==> src/rtl/fa_cache_pkg.sv <==
package fa_cache_pkg;
    localparam int ADDR_W      = 32;
    localparam int ENTRIES     = 64;
    localparam int BLOCK_BYTES = 32;
    localparam int OFS_W       = $clog2(BLOCK_BYTES);
    localparam int TAG_W       = ADDR_W - OFS_W;
    localparam int IDX_W       = $clog2(ENTRIES);

    typedef logic [ADDR_W-1:0]  addr_t;
    typedef logic [TAG_W-1:0]   tag_t;
    typedef logic [IDX_W-1:0]   idx_t;
    typedef logic [ENTRIES-1:0] vmask_t;

    typedef struct packed {
        logic hit;
        idx_t idx;
    } match_t;

    typedef struct packed {
        logic found;
        idx_t idx;
    } free_t;

    function automatic tag_t tag_of(addr_t a);
        return a[ADDR_W-1:OFS_W];
    endfunction

    function automatic idx_t next_idx(idx_t i);
        return (i == idx_t'(ENTRIES - 1)) ? '0 : i + idx_t'(1);
    endfunction
endpackage

==> src/rtl/fa_entry_store.sv <==
module fa_entry_store
    import fa_cache_pkg::*;
(
    input  logic                     clk,
    input  logic                     rst,
    input  logic                     wr_en,
    input  idx_t                     wr_idx,
    input  tag_t                     wr_tag,
    output tag_t [ENTRIES-1:0]       tags_o,
    output vmask_t                   valid_o
);
    for (genvar e = 0; e < ENTRIES; e++) begin : g_ent
        logic sel;
        assign sel = wr_en && (wr_idx == idx_t'(e));

        always_ff @(posedge clk) begin
            if (rst) begin
                valid_o[e] <= 1'b0;
            end else if (sel) begin
                valid_o[e] <= 1'b1;
            end
        end

        always_ff @(posedge clk) begin
            if (sel) begin
                tags_o[e] <= wr_tag;
            end
        end
    end
endmodule

==> src/rtl/fa_tag_match.sv <==
module fa_tag_match
    import fa_cache_pkg::*;
(
    input  logic               req_vld,
    input  tag_t               req_tag,
    input  tag_t [ENTRIES-1:0] tags_i,
    input  vmask_t             valid_i,
    output match_t             match_o
);
    vmask_t eq;

    for (genvar e = 0; e < ENTRIES; e++) begin : g_cmp
        assign eq[e] = req_vld && valid_i[e] && (tags_i[e] == req_tag);
    end

    always_comb begin
        match_o = '0;
        for (int e = ENTRIES - 1; e >= 0; e--) begin
            if (eq[e]) begin
                match_o.hit = 1'b1;
                match_o.idx = idx_t'(e);
            end
        end
    end
endmodule

==> src/rtl/fa_free_scan.sv <==
module fa_free_scan
    import fa_cache_pkg::*;
(
    input  vmask_t valid_i,
    output free_t  free_o
);
    always_comb begin
        free_o = '0;
        for (int e = ENTRIES - 1; e >= 0; e--) begin
            if (!valid_i[e]) begin
                free_o.found = 1'b1;
                free_o.idx   = idx_t'(e);
            end
        end
    end
endmodule

==> src/rtl/fa_repl_ptr.sv <==
module fa_repl_ptr
    import fa_cache_pkg::*;
(
    input  logic clk,
    input  logic rst,
    input  logic load,
    input  idx_t load_val,
    input  logic step,
    output idx_t ptr_o
);
    always_ff @(posedge clk) begin
        if (rst) begin
            ptr_o <= '0;
        end else if (load) begin
            ptr_o <= load_val;
        end else if (step) begin
            ptr_o <= next_idx(ptr_o);
        end
    end
endmodule

==> src/rtl/ptrrep_tag_store.sv <==
module ptrrep_tag_store
    import fa_cache_pkg::*;
(
    input  logic        clk,
    input  logic        rst,
    input  logic        lookup_vld,
    input  logic [31:0] lookup_addr,
    input  logic        refill_vld,
    input  logic [31:0] refill_addr,
    output logic        hit,
    output logic [5:0]  hit_idx,
    output logic [5:0]  victim_idx
);
    tag_t [ENTRIES-1:0] tags_q;
    vmask_t             valid_q;
    idx_t               ptr_q;
    match_t             mres;
    free_t              fres;
    idx_t               victim;
    logic               ptr_step;

    fa_entry_store u_store (
        .clk     (clk),
        .rst     (rst),
        .wr_en   (refill_vld),
        .wr_idx  (victim),
        .wr_tag  (tag_of(refill_addr)),
        .tags_o  (tags_q),
        .valid_o (valid_q)
    );

    fa_tag_match u_match (
        .req_vld (lookup_vld),
        .req_tag (tag_of(lookup_addr)),
        .tags_i  (tags_q),
        .valid_i (valid_q),
        .match_o (mres)
    );

    fa_free_scan u_free (
        .valid_i (valid_q),
        .free_o  (fres)
    );

    // a refill owns the pointer in its cycle; otherwise a hit on the pointed entry steps it
    assign ptr_step = mres.hit && (mres.idx == ptr_q);
    assign victim   = fres.found ? fres.idx : ptr_q;

    fa_repl_ptr u_ptr (
        .clk      (clk),
        .rst      (rst),
        .load     (refill_vld),
        .load_val (next_idx(victim)),
        .step     (ptr_step),
        .ptr_o    (ptr_q)
    );

    assign hit        = mres.hit;
    assign hit_idx    = mres.idx;
    assign victim_idx = victim;
endmodule

==> config.mk <==
export PLATFORM = sky130hd
export DESIGN_NAME = ptrrep_tag_store
export DESIGN_NICKNAME = d
export VERILOG_FILES = /design/src/rtl/fa_cache_pkg.sv /design/src/rtl/fa_entry_store.sv /design/src/rtl/fa_tag_match.sv /design/src/rtl/fa_free_scan.sv /design/src/rtl/fa_repl_ptr.sv /design/src/rtl/ptrrep_tag_store.sv
export SDC_FILE = /design/constraint.sdc
export NUM_CORES = 2
export LEC_CHECK = 0
export BUFFER_PORTS_ARGS = -buffer_cell sky130_fd_sc_hd__clkbuf_2
export CAP_MARGIN = 20
export CORE_MARGIN = 4
export CORE_UTILIZATION = 40
export DETAILED_ROUTE_END_ITERATION = 6
export PLACE_DENSITY = 0.51
export SETUP_SLACK_MARGIN = 0.5
export SYNTH_ARGS = -nofsm -noshare
export SYNTH_HDL_FRONTEND = slang
export SYNTH_SLANG_ARGS = --single-unit
==> constraint.sdc <==
create_clock -name clk -period 9.3 [get_ports clk]
set_clock_uncertainty 0.2 [all_clocks]
set_input_delay 1.395 -clock clk [delete_from_list [all_inputs] [get_ports clk]]
set_output_delay 1.395 -clock clk [all_outputs]
set_load 0.01 [all_outputs]
==> After elaboration in Yosys (flattened, before gate mapping) <==
Index checks and enable logic that the tools add are counted.
{ "totals": {"reg_bits": 1798, "input_bits": 68, "out_inout_bits": 13, "elab_cells": 588} }
{ "classes": {"add_sub_neg": 2, "eq_ne": 129, "mux": 133, "n_reduce_logical": 195} }
{ "ops": {"columns": ["op", "n"], "rows": [
  ["$eq 27x27->1", 64],
  ["$mux 7", 128],
  ["$eq 6x6->1 const B", 33],
  ["$logic_and 1x1->1", 193],
  ["$eq 6x5->1 const B", 16],
  ["$eq 6x4->1 const B", 8],
  ["$mux 6", 5],
  ["$eq 6x3->1 const B", 4],
  ["$add 6x1->6 const B", 2],
  ["$eq 6x2->1 const B", 2],
  ["$eq 6x1->1 const B", 1],
  ["$eq 6x6->1", 1],
  ["$logic_not 6->1", 1],
  ["$reduce_bool 2->1", 1]
]} }

==> Longest topological paths before layout <==
{ "logic_depth": {"ltp_word": 70, "ltp_mapped": 18, "ltp_nobuf": 14} }

==> Modules after synthesis <==
Synthesis repeated with hierarchy kept, for this count alone.
{ "unflattened": {"hier_cells": 4985, "area_unflattened_um2": 77493.1} }
{ "by_module_without_submodules": {"columns": ["mod", "n_inst", "cells_per_inst", "area_per_inst_um2", "seq_area_each_um2"], "rows": [
  ["fa_entry_store", 1, 2045, 54517.3, 53171.0],
  ["fa_tag_match", 1, 2715, 21423.0, 0.0],
  ["fa_free_scan", 1, 143, 857.1, 0.0],
  ["fa_repl_ptr", 1, 42, 362.8, 120.1],
  ["ptrrep_tag_store", 1, 40, 332.8, 0.0]
]} }

==> Worst setup path after synthesis <==
OpenSTA, ideal clock, no wires.
{ "synth_path": {"path_type": "input to output", "startpoint": "in lookup_addr[18]", "endpoint": "out hit_idx[1]", "arrival_ps": 4356, "setup_slack_ps": 3349, "stages": 15, "path_cell_list": "buf_2 -> buf_4 -> buf_4 -> buf_4 -> xor2_1 -> nor4_1 -> nand4_1 -> nor4_1 -> or2_2 -> nor4_1 -> o211ai_1 -> a21oi_1 -> o41ai_1 -> o311ai_0 -> a2111oi_0"} }
{ "synth_between": {"elab_chain_cells": 66, "elab_cells_between_ends": 192, "classes_between": "64 x eq/ne; 64 x mux; 64 x reduce/logical"} }
{ "synth_rtl": {"columns": ["element", "line_no", "rtl"], "rows": [
  ["from (decl)", "ptrrep_tag_store.sv:7", "input logic [31:0] lookup_addr,"],
  ["$eq 27x27->1", "fa_tag_match.sv:13", "assign eq[e] = req_vld && valid_i[e] && (tags_i[e] == req_tag);"],
  ["$logic_and 1x1->1", "fa_tag_match.sv:13", null],
  ["$mux 7 (63 in series)", "fa_tag_match.sv:19", "if (eq[e]) begin"],
  ["$mux 7 (*)", "fa_tag_match.sv:19", null],
  ["to (decl)", "ptrrep_tag_store.sv:11", "output logic [5:0] hit_idx,"]
]} }
Every way passes the cells marked *; elsewhere a longest branch is shown, timed or not.

==> Worst setup path after layout <==
{ "layout_path": {"startpoint": "in lookup_addr[15]", "endpoint": "out hit_idx[1]"} }
Same word-level chain as after synthesis.

==> summary.txt <==
Power
  • LEAKAGE: roughly 30 nW
  • PwrDens: a little under 200 nW/µm²
  • VDD IR max: between 0.15 and 0.2 mV

Hold path
  • Tightest Hold Check Type: reg2reg
  • Hold depth: 2
  • Hold_sp: u_store.valid_o[56]
  • Hold path endpoint: u_store.valid_o[56]

Floorplanning
  • Starting Density: 40.3%
  • IO Pins: just over 80
  • Die area: 212000 µm²
  • Die height: between 400 and 500 µm
  • Chip Width: around 460 µm
  • Cell row count: roughly 170
  • Placeable Area: about 200000 µm²

Critical path
  • CP Max Fanout: 29
  • Critical path endpoint category: primary output
  • CP startpoint kind: primary input
  • Reg-to-Reg End: u_store.tags_o[307]
  • Worst path arrival time: ~6200 ps
  • Worst reg2reg path depth: 12
  • Worst Path Required: between 7000 and 8000 ps
  • Crit Path Category: in2out
  • FF-to-FF Start: u_store.valid_o[62]
  • Reg2reg setup slack: between 3000 and 4000 ps

Placed design
  • Placed Area: about 86000 µm²
  • Routability cong.: 0.937
  • Port bufs: 70
  • DP Wirelength: about 180000 µm

Route
  • Vias: 52797
  • Routed wire per std cell: roughly 35 µm
  • Remaining antenna violation count after routing: 0
  • Avg Vias per Cell: 5.95
  • # DRC: 2
  • Initial DRC count: between 7000 and 8000
  • Pre-antenna DRT Iters: 7
  • Drt total wl: between 300000 and 400000 µm

Global route
  • Vias in the first global route: ~50000
  • Remaining Overflow, GRT: 0
  • All-Layer GR Usage: 28.9%
  • Largest net degree at the start of global routing: 44
  • First-pass GRT wire length: about 420000 µm
  • Initial antenna violation count: 37

STA
  • Final min period: 7820 ps
  • Final hold vios: 0
  • RSZ-0062 raised after global routing: no
  • Maximum operating frequency: 0.128 GHz
  • Max-slew headroom: between 10% and 20%
  • Worst Hold Slack: ~310 ps
  • Final period util: between 80% and 90%
  • Setup violators final: 0
  • TNS Setup: 0 ps
  • Worst-margin pin slew: approximately 1300 ps
  • Final Max Tran Viols: 0

Logic synthesis
  • Synth Cell Area: roughly 82000 µm²
  • Number of flops mapped to enable cells by yosys: between 1500 and 2000
  • Most numerous cell in the Yosys netlist: edfxtp_1
  • Syn Area/Cell: around 14 µm²
  • Net Count, Synth: 5840
  • Asr flop ratio synth: 0%
  • Synth top cells by count: edfxtp_1 (1728), xor2_1 (1315), nor4_1 (542)
  • Sequential share of the synthesized area: between 60% and 70%
  • Largest area contributor in the netlist: edfxtp_1
  • Synth unique cells: 80
  • Synth warnings: 0
  • Synth top area cells: edfxtp_1 (63%), xor2_1 (14%), xnor2_1 (4.6%), nor4_1 (4.1%), dfxtp_1 (1.7%)
  • Syn Inst Count: ~5800
  • Post-synth top area share: between 60 and 70%
  • Yosys reg bits: approximately 1800
  • Top_reg_cell synth: edfxtp_1

Clocking
  • Cts bufs inserted: 193
  • Sink Count: roughly 1800
  • Clock latency on the worst-skew pair: roughly 860 ps
  • CTS root buffer: clkbuf_16
  • Post-CTS setup buffer count: 0
  • H-tree level count: 4
  • CTS max path bufs: 3
  • CTS tree: yes
  • Worst-path clk slew: around 60 ps
  • Post-CTS sizing: 0
  • Hold Buf Count CTS: 0

Finish
  • Area growth from synthesis to layout: 12.6%
  • Nets: around 6100
  • Final Cell Area: roughly 92000 µm²
  • Share of layout cells above drive strength 1: 10.7%
  • Area occupied by multi-input gates: roughly 27000 µm²
  • Layout fillers: roughly 18000
  • Storage cell area: 53300 µm²
  • Utilization after layout: a little under half

Run status
  • Outcome: complete, but fails checks
  • Failing checks: design-rule violations

Flow run
  • Max-cap viol count: 0
[how the worst max path moves through the flow]
| stage | start | end | slack, ps | cells after the start |
|---|---|---|---|---|
| 2_1_floorplan | lookup_addr[18] | hit_idx[1] | 3350 | 15 |
| 3_3_place_gp | lookup_addr[7] | hit_idx[0] | 1590 | 11 |
| 3_5_place_dp | lookup_addr[7] | hit_idx[0] | 1620 | 11 |
| 4_1_cts | lookup_addr[7] | hit_idx[0] | 1590 | 11 |
| 5_1_grt | lookup_addr[15] | hit_idx[1] | 1350 | 17 |
| 6_report | lookup_addr[15] | hit_idx[1] | 1480 | 17 |
[placed cells by master, fill, tap and decap left out, types with 11 or more instances in the layout]
| cell | instances |
|---|---|
| edfxtp_1 | 1728 |
| xor2_1 | 1315 |
| nor4_1 | 539 |
| xnor2_1 | 427 |
| nand2_1 | 285 |
| nor2_1 | 266 |
| buf_4 | 242 |
| nand4_1 | 209 |
| clkbuf_16 | 196 |
| nand4b_1 | 87 |
| dfxtp_1 | 70 |
| nor2_2 | 64 |
| clkbuf_1 | 62 |
| inv_1 | 55 |
| a21oi_1 | 41 |
| or4_1 | 40 |
| nor3_1 | 38 |
| nor2b_1 | 35 |
| nor4b_1 | 34 |
| nand3_1 | 33 |
| clkinv_2 | 32 |
| clkinv_1 | 31 |
| o21ai_0 | 29 |
| buf_6 | 27 |
| clkbuf_2 | 14 |
| nand2b_1 | 13 |
| bufinv_16 | 13 |
| clkbuf_8 | 12 |
| buf_12 | 12 |
| o31ai_1 | 11 |
| o22ai_1 | 11 |
| a2111oi_0 | 11 |
[cell families (layout without fill, tap and decap cells)]
| group | after synthesis | count (layout) | synth area share (%) |
|---|---|---|---|
| AO/OA/AOI/OAI | 208 | 208 | 1.84 |
| XOR/XNOR | 1742 | 1742 | 18.7 |
| adder cells (fa/ha/maj) | 5 | 5 | 0.0765 |
| buffers and inverters | 288 | 712 | 2.44 |
| flip-flops | 1798 | 1798 | 65.2 |
| multiplexers | 3 | 3 | 0.0382 |
| other | 0 | 8 | 0 |
| AND/OR/NAND/NOR | 1723 | 1723 | 11.8 |
[per-layer routing]
metal  up-vias  part of all wire (%)  track usage [%]
met5         -                0.0042                0
met4         2                   3.7             10.1
met3       506                   7.7             3.81
met2      2749                    47             46.5
met1     27551                    42             40.3
li1      21989                     -                -
[state kept, by name, indices dropped and copies added, names as in the netlist]
| register | flops |
|---|---|
| u_ptr.ptr_o | 6 |
| u_store.tags_o | 1728 |
| u_store.valid_o | 64 |
[through the flow]
step / worst slack, ps / power, mW / instances
CTS: 1590 / 17.9 / 8862
global route: 1350 / 18.3 / 8866
global placement: 1590 / 10.4 / 8501
detailed placement: 1620 / 10.4 / 8502
finish: 1480 / 17.8 / 8871
floorplan: 3350 / 9.69 / 5767
[cell type report]
cell class / instances / share of cell area, %
antenna: 8 / 0.0217
clock buffer: 270 / 5.76
clock inverter: 90 / 0.919
inverter: 55 / 0.224
multi-input combinational: 3681 / 29.0
sequential: 1798 / 57.8
tap: 2672 / 3.63
timing repair buffer: 297 / 2.65
[where the power goes]
| part | switching [mW] | internal (mW) | total (mW) |
|---|---|---|---|
| Combinational | 0.995 | 0.297 | 1.29 |
| Clock | 3.28 | 4.33 | 7.61 |
| Sequential | 0.0126 | 8.89 | 8.90 |
[worst max-delay path, cell delays in order]
cell       delay [ps]
buf_6             510
xor2_1            140
nor4_1            500
nand4_1           190
nor4_1            600
or2_2             250
a21oi_1            80
o31ai_1           470
nand4_1           160
a311oi_1          700
o41ai_1           160
buf_4             190
o311ai_0          100
buf_4             220
a2111oi_0          90
buf_4             170
clkbuf_2          120
Power figures use the tool's default switching activity.
